**src/rtl/tc_align_pkg.sv**
```systemverilog
package tc_align_pkg;
  typedef enum logic {
    ST_SEARCH = 1'b0,
    ST_LOCKED = 1'b1
  } lock_state_e;
endpackage

```
**src/rtl/tc_shift_window.sv**
```systemverilog
module tc_shift_window #(
  parameter int FRAME_BITS = 80,
  parameter int SYNC_BITS  = 16,
  parameter logic [SYNC_BITS-1:0] SYNC_WORD = 16'h3FFD
) (
  input  logic clk,
  input  logic rst,
  input  logic shift_en,
  input  logic bit_in,
  output logic hit,
  output logic [FRAME_BITS-SYNC_BITS-1:0] payload
);
  localparam int PAYLOAD_BITS = FRAME_BITS - SYNC_BITS;

  logic [FRAME_BITS-1:0] win_q;
  logic [FRAME_BITS-1:0] win_d;

  // Newest bit enters at bit 0; the oldest held bit is at the top.
  assign win_d = {win_q[FRAME_BITS-2:0], bit_in};

  always_ff @(posedge clk) begin
    if (rst)           win_q <= '0;
    else if (shift_en) win_q <= win_d;
  end

  function automatic logic tail_is_sync(input logic [FRAME_BITS-1:0] w);
    return w[SYNC_BITS-1:0] == SYNC_WORD;
  endfunction

  assign hit = shift_en && tail_is_sync(win_d);

  // The earliest payload bit sits at the top of the window and goes to payload[0].
  for (genvar i = 0; i < PAYLOAD_BITS; i++) begin : g_map
    assign payload[i] = win_d[FRAME_BITS-1-i];
  end
endmodule

```
**src/rtl/tc_bit_counter.sv**
```systemverilog
module tc_bit_counter #(
  parameter int FRAME_BITS = 80
) (
  input  logic clk,
  input  logic rst,
  input  logic step,
  input  logic clear,
  output logic at_check
);
  localparam int CNT_W = $clog2(FRAME_BITS);
  localparam logic [CNT_W-1:0] LAST = CNT_W'(FRAME_BITS - 1);

  logic [CNT_W-1:0] cnt_q;

  always_ff @(posedge clk) begin
    if (rst)              cnt_q <= '0;
    else if (clear)       cnt_q <= '0;
    else if (step)        cnt_q <= (cnt_q == LAST) ? '0 : cnt_q + 1'b1;
  end

  assign at_check = (cnt_q == LAST);
endmodule

```
**src/rtl/tc_lock_fsm.sv**
```systemverilog
module tc_lock_fsm
  import tc_align_pkg::*;
(
  input  logic clk,
  input  logic rst,
  input  logic step,
  input  logic hit,
  input  logic at_check,
  output logic accept,
  output logic lose,
  output logic locked
);
  lock_state_e state_q;

  always_comb begin
    accept = 1'b0;
    lose   = 1'b0;
    if (step) begin
      unique case (state_q)
        ST_SEARCH: accept = hit;
        ST_LOCKED: begin
          accept = at_check && hit;
          lose   = at_check && !hit;
        end
        default: ;
      endcase
    end
  end

  always_ff @(posedge clk) begin
    if (rst)         state_q <= ST_SEARCH;
    else if (accept) state_q <= ST_LOCKED;
    else if (lose)   state_q <= ST_SEARCH;
  end

  assign locked = (state_q == ST_LOCKED);
endmodule

```
**src/rtl/tc_frame_aligner.sv**
```systemverilog
module tc_frame_aligner #(
  parameter int FRAME_BITS = 80,
  parameter int SYNC_BITS  = 16,
  parameter logic [SYNC_BITS-1:0] SYNC_WORD = 16'h3FFD,
  localparam int PAYLOAD_BITS = FRAME_BITS - SYNC_BITS
) (
  input  logic                    clk,
  input  logic                    rst,
  input  logic                    bit_valid,
  input  logic                    bit_in,
  output logic                    frame_valid,
  output logic [PAYLOAD_BITS-1:0] frame_data,
  output logic                    locked,
  output logic                    sync_lost
);
  logic                    sync_hit;
  logic                    at_check;
  logic                    frame_accept;
  logic                    frame_lose;
  logic [PAYLOAD_BITS-1:0] payload_now;

  tc_shift_window #(.FRAME_BITS(FRAME_BITS), .SYNC_BITS(SYNC_BITS), .SYNC_WORD(SYNC_WORD)) u_win (
    .clk(clk), .rst(rst), .shift_en(bit_valid), .bit_in(bit_in),
    .hit(sync_hit), .payload(payload_now)
  );

  tc_bit_counter #(.FRAME_BITS(FRAME_BITS)) u_cnt (
    .clk(clk), .rst(rst), .step(bit_valid), .clear(frame_accept), .at_check(at_check)
  );

  tc_lock_fsm u_fsm (
    .clk(clk), .rst(rst), .step(bit_valid), .hit(sync_hit), .at_check(at_check),
    .accept(frame_accept), .lose(frame_lose), .locked(locked)
  );

  always_ff @(posedge clk) begin
    if (rst) begin
      frame_valid <= 1'b0;
      sync_lost   <= 1'b0;
      frame_data  <= '0;
    end else begin
      frame_valid <= frame_accept;
      sync_lost   <= frame_lose;
      if (frame_accept) frame_data <= payload_now;
    end
  end

  p_pulse_excl_r8: assert property (@(posedge clk) disable iff (rst)
    !(frame_valid && sync_lost));

  p_frame_implies_lock_r2: assert property (@(posedge clk) disable iff (rst)
    frame_valid |-> locked);

  p_lock_rise_emits_r2: assert property (@(posedge clk) disable iff (rst)
    $rose(locked) |-> frame_valid);

  p_lost_unlocks_r5: assert property (@(posedge clk) disable iff (rst)
    sync_lost |-> (!locked && $past(locked)));

  p_lock_fall_reports_r5: assert property (@(posedge clk) disable iff (rst)
    $fell(locked) |-> sync_lost);

  p_data_moves_with_valid_r3: assert property (@(posedge clk) disable iff (rst)
    !$stable(frame_data) |-> frame_valid);

  p_idle_no_pulse_r7: assert property (@(posedge clk) disable iff (rst)
    !$past(bit_valid) |-> (!frame_valid && !sync_lost));
endmodule

```
**config.mk**
```make
export PLATFORM = sky130hd
export DESIGN_NAME = tc_frame_aligner
export DESIGN_NICKNAME = d
export VERILOG_FILES = /design/src/rtl/tc_align_pkg.sv /design/src/rtl/tc_shift_window.sv /design/src/rtl/tc_bit_counter.sv /design/src/rtl/tc_lock_fsm.sv /design/src/rtl/tc_frame_aligner.sv
export SDC_FILE = /design/constraint.sdc
export NUM_CORES = 1
export LEC_CHECK = 0
export ABC_AREA = 1
export BUFFER_PORTS_ARGS = -buffer_cell sky130_fd_sc_hd__clkbuf_2
export CAP_MARGIN = 20
export CORE_MARGIN = 3
export CORE_UTILIZATION = 57
export CTS_CLUSTER_DIAMETER = 40
export DETAILED_ROUTE_END_ITERATION = 6
export PLACE_DENSITY_LB_ADDON = 0.15
export SYNTH_ARGS = -nofsm -noshare
export SYNTH_HDL_FRONTEND = slang
export SYNTH_SLANG_ARGS = --single-unit
```
**constraint.sdc**
```tcl
create_clock -name clk -period 1.5 [get_ports clk]
set_input_delay 0.225 -clock clk [delete_from_list [all_inputs] [get_ports clk]]
set_output_delay 0.225 -clock clk [all_outputs]
set_load 0.02 [all_outputs]
```
==> results of run 1 <==
## cells by family (layout without fill, tap and decap cells)
kind of cell	count (synthesis)	count (layout)	synth area share, %
XOR/XNOR	2	2	0.312
flip-flops	153	153	54.5
multiplexers	1	1	0.178
AND/OR/NAND/NOR	391	392	31.0
adder cells (fa/ha/maj)	1	1	0.223
AO/OA/AOI/OAI	89	89	7.93
buffers and inverters	75	152	5.86
## layout make-up
cell class | count | area [um2]
Inverter | 15 | 58.8
Multi-Input combinational cell | 485 | 2460
Fill cell | 636 | 2120
Timing Repair Buffer | 107 | 925
Sequential cell | 153 | 3070
Clock inverter | 9 | 160
Tap cell | 129 | 161
Clock buffer | 21 | 469
## layout by cell type (no fill, tap or decap), types with 2 or more instances in the layout
cell type,count
nor2_1,159
dfxtp_1,150
nand2_1,85
o21ai_0,81
clkbuf_2,70
nand4_1,66
nand3_1,39
nand3_2,33
clkbuf_16,23
inv_1,12
buf_12,11
buf_4,11
a21oi_1,8
clkbuf_8,5
buf_6,5
bufinv_16,4
inv_6,3
dfxtp_2,3
inv_2,2
nor2_2,2
nor2_4,2
nand2_4,2
buf_8,2
## registers in the layout (all words and copies together) (netlist names)
signal and count:
frame_data 64, frame_valid 1, sync_lost 1, u_cnt.cnt_q 7
u_fsm.locked 1, u_win.win_q 79
## stage by stage
step	setup slack [ps]	setup TNS, ps	instance area (um2)
finish	1.76	0	7300
detailed placement	-5.93	-14.7	6120
global route	-98.8	-4400	7300
floorplan	127	0	5620
CTS	15.4	0	6780
global placement	77.7	0	6120
## repair_timing
action                                  4_1_cts  5_1_grt
buffers inserted                              0        6
hold endpoints to repair                      3        0
pin swaps                                     0       37
gates cloned                                  0       12
endpoints found under the setup margin       14       66
resized for setup                             4       52
hold buffers                                  1        0
## power by group
part | switching [uW] | leakage [uW] | internal [uW]
combinational | 281 | 0.00172 | 142
clock | 1620 | 0.000311 | 2880
sequential | 103 | 0.00125 | 4200
## cell usage after synthesis, types with 3 or more instances
cell type  count  share of area [%]
a21oi_1        8               0.71
inv_1         14               0.94
buf_6          3               0.60
nand4_1       66                7.3
clkbuf_1      35                2.3
dfxtp_1      153                 55
buf_1          6               0.40
nor2_1       162                 11
o21ai_0       81                7.2
nand2_1       87                5.8
buf_2         14                1.2
nand3_1       72                6.4
## worst register-to-register path: cells and delay by family, from the launching register on
kind / cells / cell delay, ps
AND/OR/NAND/NOR: 6 / 460
buffers and inverters: 3 / 410
flip-flops: 1 / 360
adder cells (fa/ha/maj): 1 / 160
## per-layer routing
metal	share of wire (%)	wire, um
met1	43	6010
met2	49	6860
met3	4.8	669
met4	2.9	398
met5	0	0
## path summary, 6_finish.rpt
kind | from | end | slack, ps
worst max register to register | u_cnt.cnt_q[1]$_SDFFE_PP0P_ | frame_data[31]$_SDFFE_PP0P_ | 2
worst min register to register | frame_data[37]$_SDFFE_PP0P_ | frame_data[37]$_SDFFE_PP0P_ | 450
worst max-delay path | u_cnt.cnt_q[1]$_SDFFE_PP0P_ | frame_data[31]$_SDFFE_PP0P_ | 2
worst min-delay path | bit_in | u_win.win_q[0]$_SDFFE_PP0P_ | 30
==> summary.txt, run 1 <==
Power and ir drop
  • Pwr Total: 9230 uW
  • Peak supply drop: 0.844 mV
  • Leakage: 0.00328 uW
  • Cell area power density: 1260 mW/mm2

STA
  • Tmin final: 1500 ps
  • Setup Viol. Count Final: 0
  • Worst-margin pin slew: 364 ps
  • RSZ-0062 raised after global routing: yes
  • Fin crit share: 99.9%
  • Final hold violation count: 0
  • Rel. slew slack: 75.7%
  • Clock skew: 11.3 ps
  • Fin. max-slew vios: 0
  • Hold WS: 27.1 ps
  • Fmax: 0.667 GHz

Run status
  • Outcome: finished, final reports clean

GRT
  • Largest net degree at the start of global routing: 86
  • Total track usage: 22.1%
  • GRT overflow: 0
  • Met1 GRT Util: 26.1%
  • First-pass GRT wire length: 20600 um
  • Global routing usage on met3: 5.57%
  • Busiest metal layer after global routing: met2
  • Met2 Use GR: 39.4%
  • Initial antenna violation count: 0
  • Number of global-route vias before repair: 4685

Worst setup path
  • Crit. End Element: register
  • Slowest cell on crit path: dfxtp_2
  • CP Depth: 10
  • Worst Reg-to-Reg Cells: 10
  • Critical-path cell list: ha_4 > nand2_4 > inv_2 > nand3_2 > nand2_4 > nand3_4 > clkbuf_16 > clkbuf_16 > nand3_2 > nand2_1
  • CP required: 1910 ps
  • CP Launch Type: register
  • Crit Path Category: reg2reg
  • CP delay by family, top: simple AND/OR/NAND/NOR gates
  • CP Buf/Inv Count: 3
  • Critical Path AT: 1910 ps
  • Crit-path max cell delay: 360 ps
  • Crit path max fanout: 5

CTS
  • Num CTS Buffers: 17
  • TritonCTS clock tree: yes
  • Clk root buf: clkbuf_8
  • Htree depth: 4
  • Worst-Skew Late Latency: 520 ps
  • Clock Sinks: 153
  • Max Root-Sink Buffers: 2
  • Clk slew on worst S/H paths: 60 ps

Cells and area
  • ANT cells: 0
  • Share of cells above drive strength 1: 23.4%
  • Fin nets: 784
  • Final core utilization: 77.5%
  • Area Overhead vs Synth: 29.9%
  • Non-filler cells in the finished layout: 919

Place
  • GPL Wtd Cong: 0.740
  • Placed Cells incl. Taps: 870
  • # port buffers: 70
  • Post-DP HPWL: 7250 um

Die
  • Die height: 105 um
  • Die width: 105 um
  • Core Region: 0.00942 mm2
  • I/O pin total: 71
  • FP Rows: 35
  • Die ar.: 0.0111 mm2
  • Initial core utilization: 59.7%

Logic synthesis
  • Asr flop ratio synth: 0%
  • Mapped Nets: 717
  • Synthesized area per cell: 7.89 um2
  • Cells after Synth: 712
  • Sequential area share after synthesis: 54.5%
  • Synth Register Bits: 153
  • Post-synth EDFFs: 0
  • Area of the mapped netlist: 0.00562 mm2
  • Synth cell types: 22
  • Synth Warn #: 0
  • Ys flop type: dfxtp_1

Route
  • Detailed Route WL: 13900 um
  • DRC violations left: 0
  • Vias per cell: 5.62
  • Pre-Repair DR Iteration Count: 5
  • First DRT Iteration DRCs: 329
  • Post-route antenna net violation count: 0
  • Routed vias: 5169
  • DR WL/cell: 15.2 um

Run
  • Max_cap viols: 0

Worst hold path
  • Hold Path Stages: 3
  • Hold Crit Class: in2reg
Note: power is estimated with default switching activity, not from simulation.
==> inputs of run 2 (changes only) <==
Settings changed: CORE_ASPECT_RATIO set to 1.2, CTS_CLUSTER_DIAMETER 40 to unset.
==> summary.txt, run 2 (same netlist as run 1, synthesis figures left out) <==
Cells and area
  • Most common cell after layout, fill and taps aside: nor2_1
  • Filler cells: 705 (+11%)
  • Fin nets: 773 (-1.4%)
  • Most frequent cells in the layout: nor2_1, dfxtp_1, nand2_1, o21ai_0, clkbuf_2
  • Share of cells above drive strength 1: 23.5% (+0.044 points)
  • Storage cell area: 0.00307 mm2 (+0.12%)
  • Multi-input logic area: 0.00248 mm2 (+1.0%)
  • Final core utilization: 75.4% (-2.1 points)
  • Final instance area: 0.00721 mm2 (-1.2%)
  • Largest register FFs: 79 (unchanged)
  • ANT cells: 0 (unchanged)
  • Register with the highest flop count: u_win.win_q
  • Regs by FF count: u_win.win_q x79, frame_data x64, u_cnt.cnt_q x7
  • Area Overhead vs Synth: 28.3%

CTS
  • TritonCTS clock tree: yes
  • CTS Hold Bufs: 0 (-1)
  • Clk slew on worst S/H paths: 60 ps (about the same)
  • Worst-Skew Late Latency: 410 ps (-110 ps)
  • Num CTS Buffers: 17 (unchanged)
  • Clk root buf: clkbuf_16
  • Clock Sinks: 153 (unchanged)
  • Max Root-Sink Buffers: 2 (unchanged)
  • Htree depth: 4 (unchanged)

Place
  • Setup WS pre-CTS: -2.94 ps (+2.99 ps)
  • # port buffers: 70 (unchanged)
  • Area after DPL: 0.00609 mm2 (-0.53%)
  • GPL Wtd Cong: 0.723 (-2.4%)
  • Post-DP HPWL: 7220 um (-0.50%)

Worst setup path
  • Reg2Reg Setup Slack: -70 ps (-70 ps)
  • CP required: 1800 ps (-110 ps)
  • Crit path max fanout: 5 (unchanged)
  • Critical R2R Capture: frame_data[40]$_SDFFE_PP0P_
  • CP dominant cell by count: nand2_1
  • Crit. End Element: register
  • Crit path from: u_win.win_q[1]$_SDFFE_PP0P_
  • Critical Path AT: 1870 ps (-40 ps)
  • Crit-path max cell delay: 360 ps (about the same)
  • Crit Path Category: reg2reg
  • CP Buf/Inv Count: 2 (-1)
  • Slowest cell on crit path: dfxtp_1
  • Reg2reg start: u_win.win_q[1]$_SDFFE_PP0P_
  • Worst Reg-to-Reg Cells: 9 (-1)
  • CP Depth: 9 (-1)
  • Worst Setup EP: frame_data[40]$_SDFFE_PP0P_
  • Critical-path cell list: nand2_1 > nor2_2 > nand2_2 > nor2_4 > buf_12 > nand3_4 > clkbuf_16 > nand3_1 > nand2_1
  • CP delay by family, top: simple AND/OR/NAND/NOR gates
  • CP Launch Type: register

STA
  • RSZ-0062 raised after global routing: yes
  • Worst-margin pin slew: 392 ps (+28.5 ps)
  • Total negative slack: -1310 ps (-1310 ps)
  • Clock skew: 10.7 ps (-0.594 ps)
  • Rel. slew slack: 73.8% (-1.9 points)
  • Fin crit share: 105% (+4.9 points)
  • Tmin final: 1570 ps (+74.1 ps)
  • Min setup slack post-route: -72.3 ps (-74.1 ps)
  • Setup Viol. Count Final: 59 (+59)
  • Hold WS: 79.4 ps (+52.3 ps)
  • Final hold violation count: 0 (unchanged)
  • Fmax: 0.636 GHz (-4.7%)
  • Fin. max-slew vios: 0 (unchanged)

Die
  • Core Region: 0.00956 mm2 (+1.6%)
  • Die height: 115 um (+9.0%)
  • Die ar.: 0.0111 mm2 (about the same)
  • FP Rows: 39 (+11%)
  • I/O pin total: 71 (unchanged)
  • Die width: 96.6 um (-8.2%)
  • Initial core utilization: 58.7% (-0.93 points)

Power and ir drop
  • Leakage: 0.00321 uW (-2.4%)
  • Cell area power density: 1290 mW/mm2 (+1.8%)
  • Peak supply drop: 0.791 mV (-6.3%)

Run status
  • Outcome: finished with violations
  • Failing checks: setup timing

Route
  • DR top layer: met4
  • DR WL met3: 637 um (-4.8%)
  • Pre-Repair DR Iteration Count: 5 (unchanged)
  • DRC violations left: 0 (unchanged)
  • Detailed Route WL: 13800 um (-0.77%)
  • DR WL/cell: 15.3 um (+0.99%)
  • Metal-1 WL: 5820 um (-3.1%)
  • First DRT Iteration DRCs: 363 (+10%)
  • Post-route antenna net violation count: 0 (unchanged)
  • Routed vias: 5080 (-1.7%)
  • Met2 Routed Length: 7050 um (+2.7%)
  • Vias per cell: 5.63 (about the same)

Worst hold path
  • Hold Path Stages: 2 (-1)
  • Hold Crit Class: in2reg

Run
  • Max_cap viols: 0 (unchanged)

GRT
  • Largest net degree at the start of global routing: 100 (+16%)
  • Total track usage: 21.9% (-0.20 points)
  • Initial antenna violation count: 0 (unchanged)
  • GRT overflow: 0 (unchanged)
  • Number of global-route vias before repair: 4391 (-6.3%)
  • First-pass GRT wire length: 20300 um (-1.5%)
==> run 2: cell count changes in the layout (fill, tap and decap cells not counted), moves of 3 or more <==
cell	change
dfxtp_2	+3
nand2_1	-3
inv_6	-3
nand2_2	+4
dfxtp_1	-3
buf_6	-3
buf_4	-6
==> run 2: metrics by stage <==
stage | total power, uW | std cells
after floorplan | 4660 | 712
after global placement | 4740 | 859
after detailed placement | 4770 | 859
after CTS | 9310 | 890
after global routing | 9600 | 903
final | 9280 | 903
==> run 2: worst min path at each step <==
stage / end / start
3_3_place_gp: frame_data[41]$_SDFFE_PP0P_ / frame_data[41]$_SDFFE_PP0P_
5_1_grt: u_win.win_q[0]$_SDFFE_PP0P_ / rst
2_1_floorplan: u_win.win_q[0]$_SDFFE_PP0P_ / rst
6_report: u_win.win_q[0]$_SDFFE_PP0P_ / rst
3_5_place_dp: frame_data[33]$_SDFFE_PP0P_ / frame_data[33]$_SDFFE_PP0P_
4_1_cts: u_win.win_q[0]$_SDFFE_PP0P_ / rst
==> run 2: layout make-up <==
class / instances / share of cell area (%)
tap: 123 / 2.13
sequential: 153 / 42.6
clock inverter: 7 / 1.91
clock buffer: 24 / 6.96
multi-input combinational: 485 / 34.4
timing repair buffer: 96 / 11.2
inverter: 15 / 0.816
==> run 2: repair_timing <==
action,4_1_cts,5_1_grt
setup endpoints to repair,5,72
pin swaps,0,31
cloned,0,9
setup buffers,0,4
resized for setup,1,60
==> run 2: routing by layer <==
metal / track usage (%) / vias up
met5: 0 / -
met4: 7.87 / 0
met3: 5.76 / 25
met2: 37.6 / 127
met1: 26.9 / 2424
li1: - / 2504
==> run 2: where the power goes <==
part	internal [uW]	switching, uW	leakage, uW
logic	129	273	0.00164
clock network	2990	1570	0.000312
registers	4210	104	0.00125
total	7330	1950	0.00321
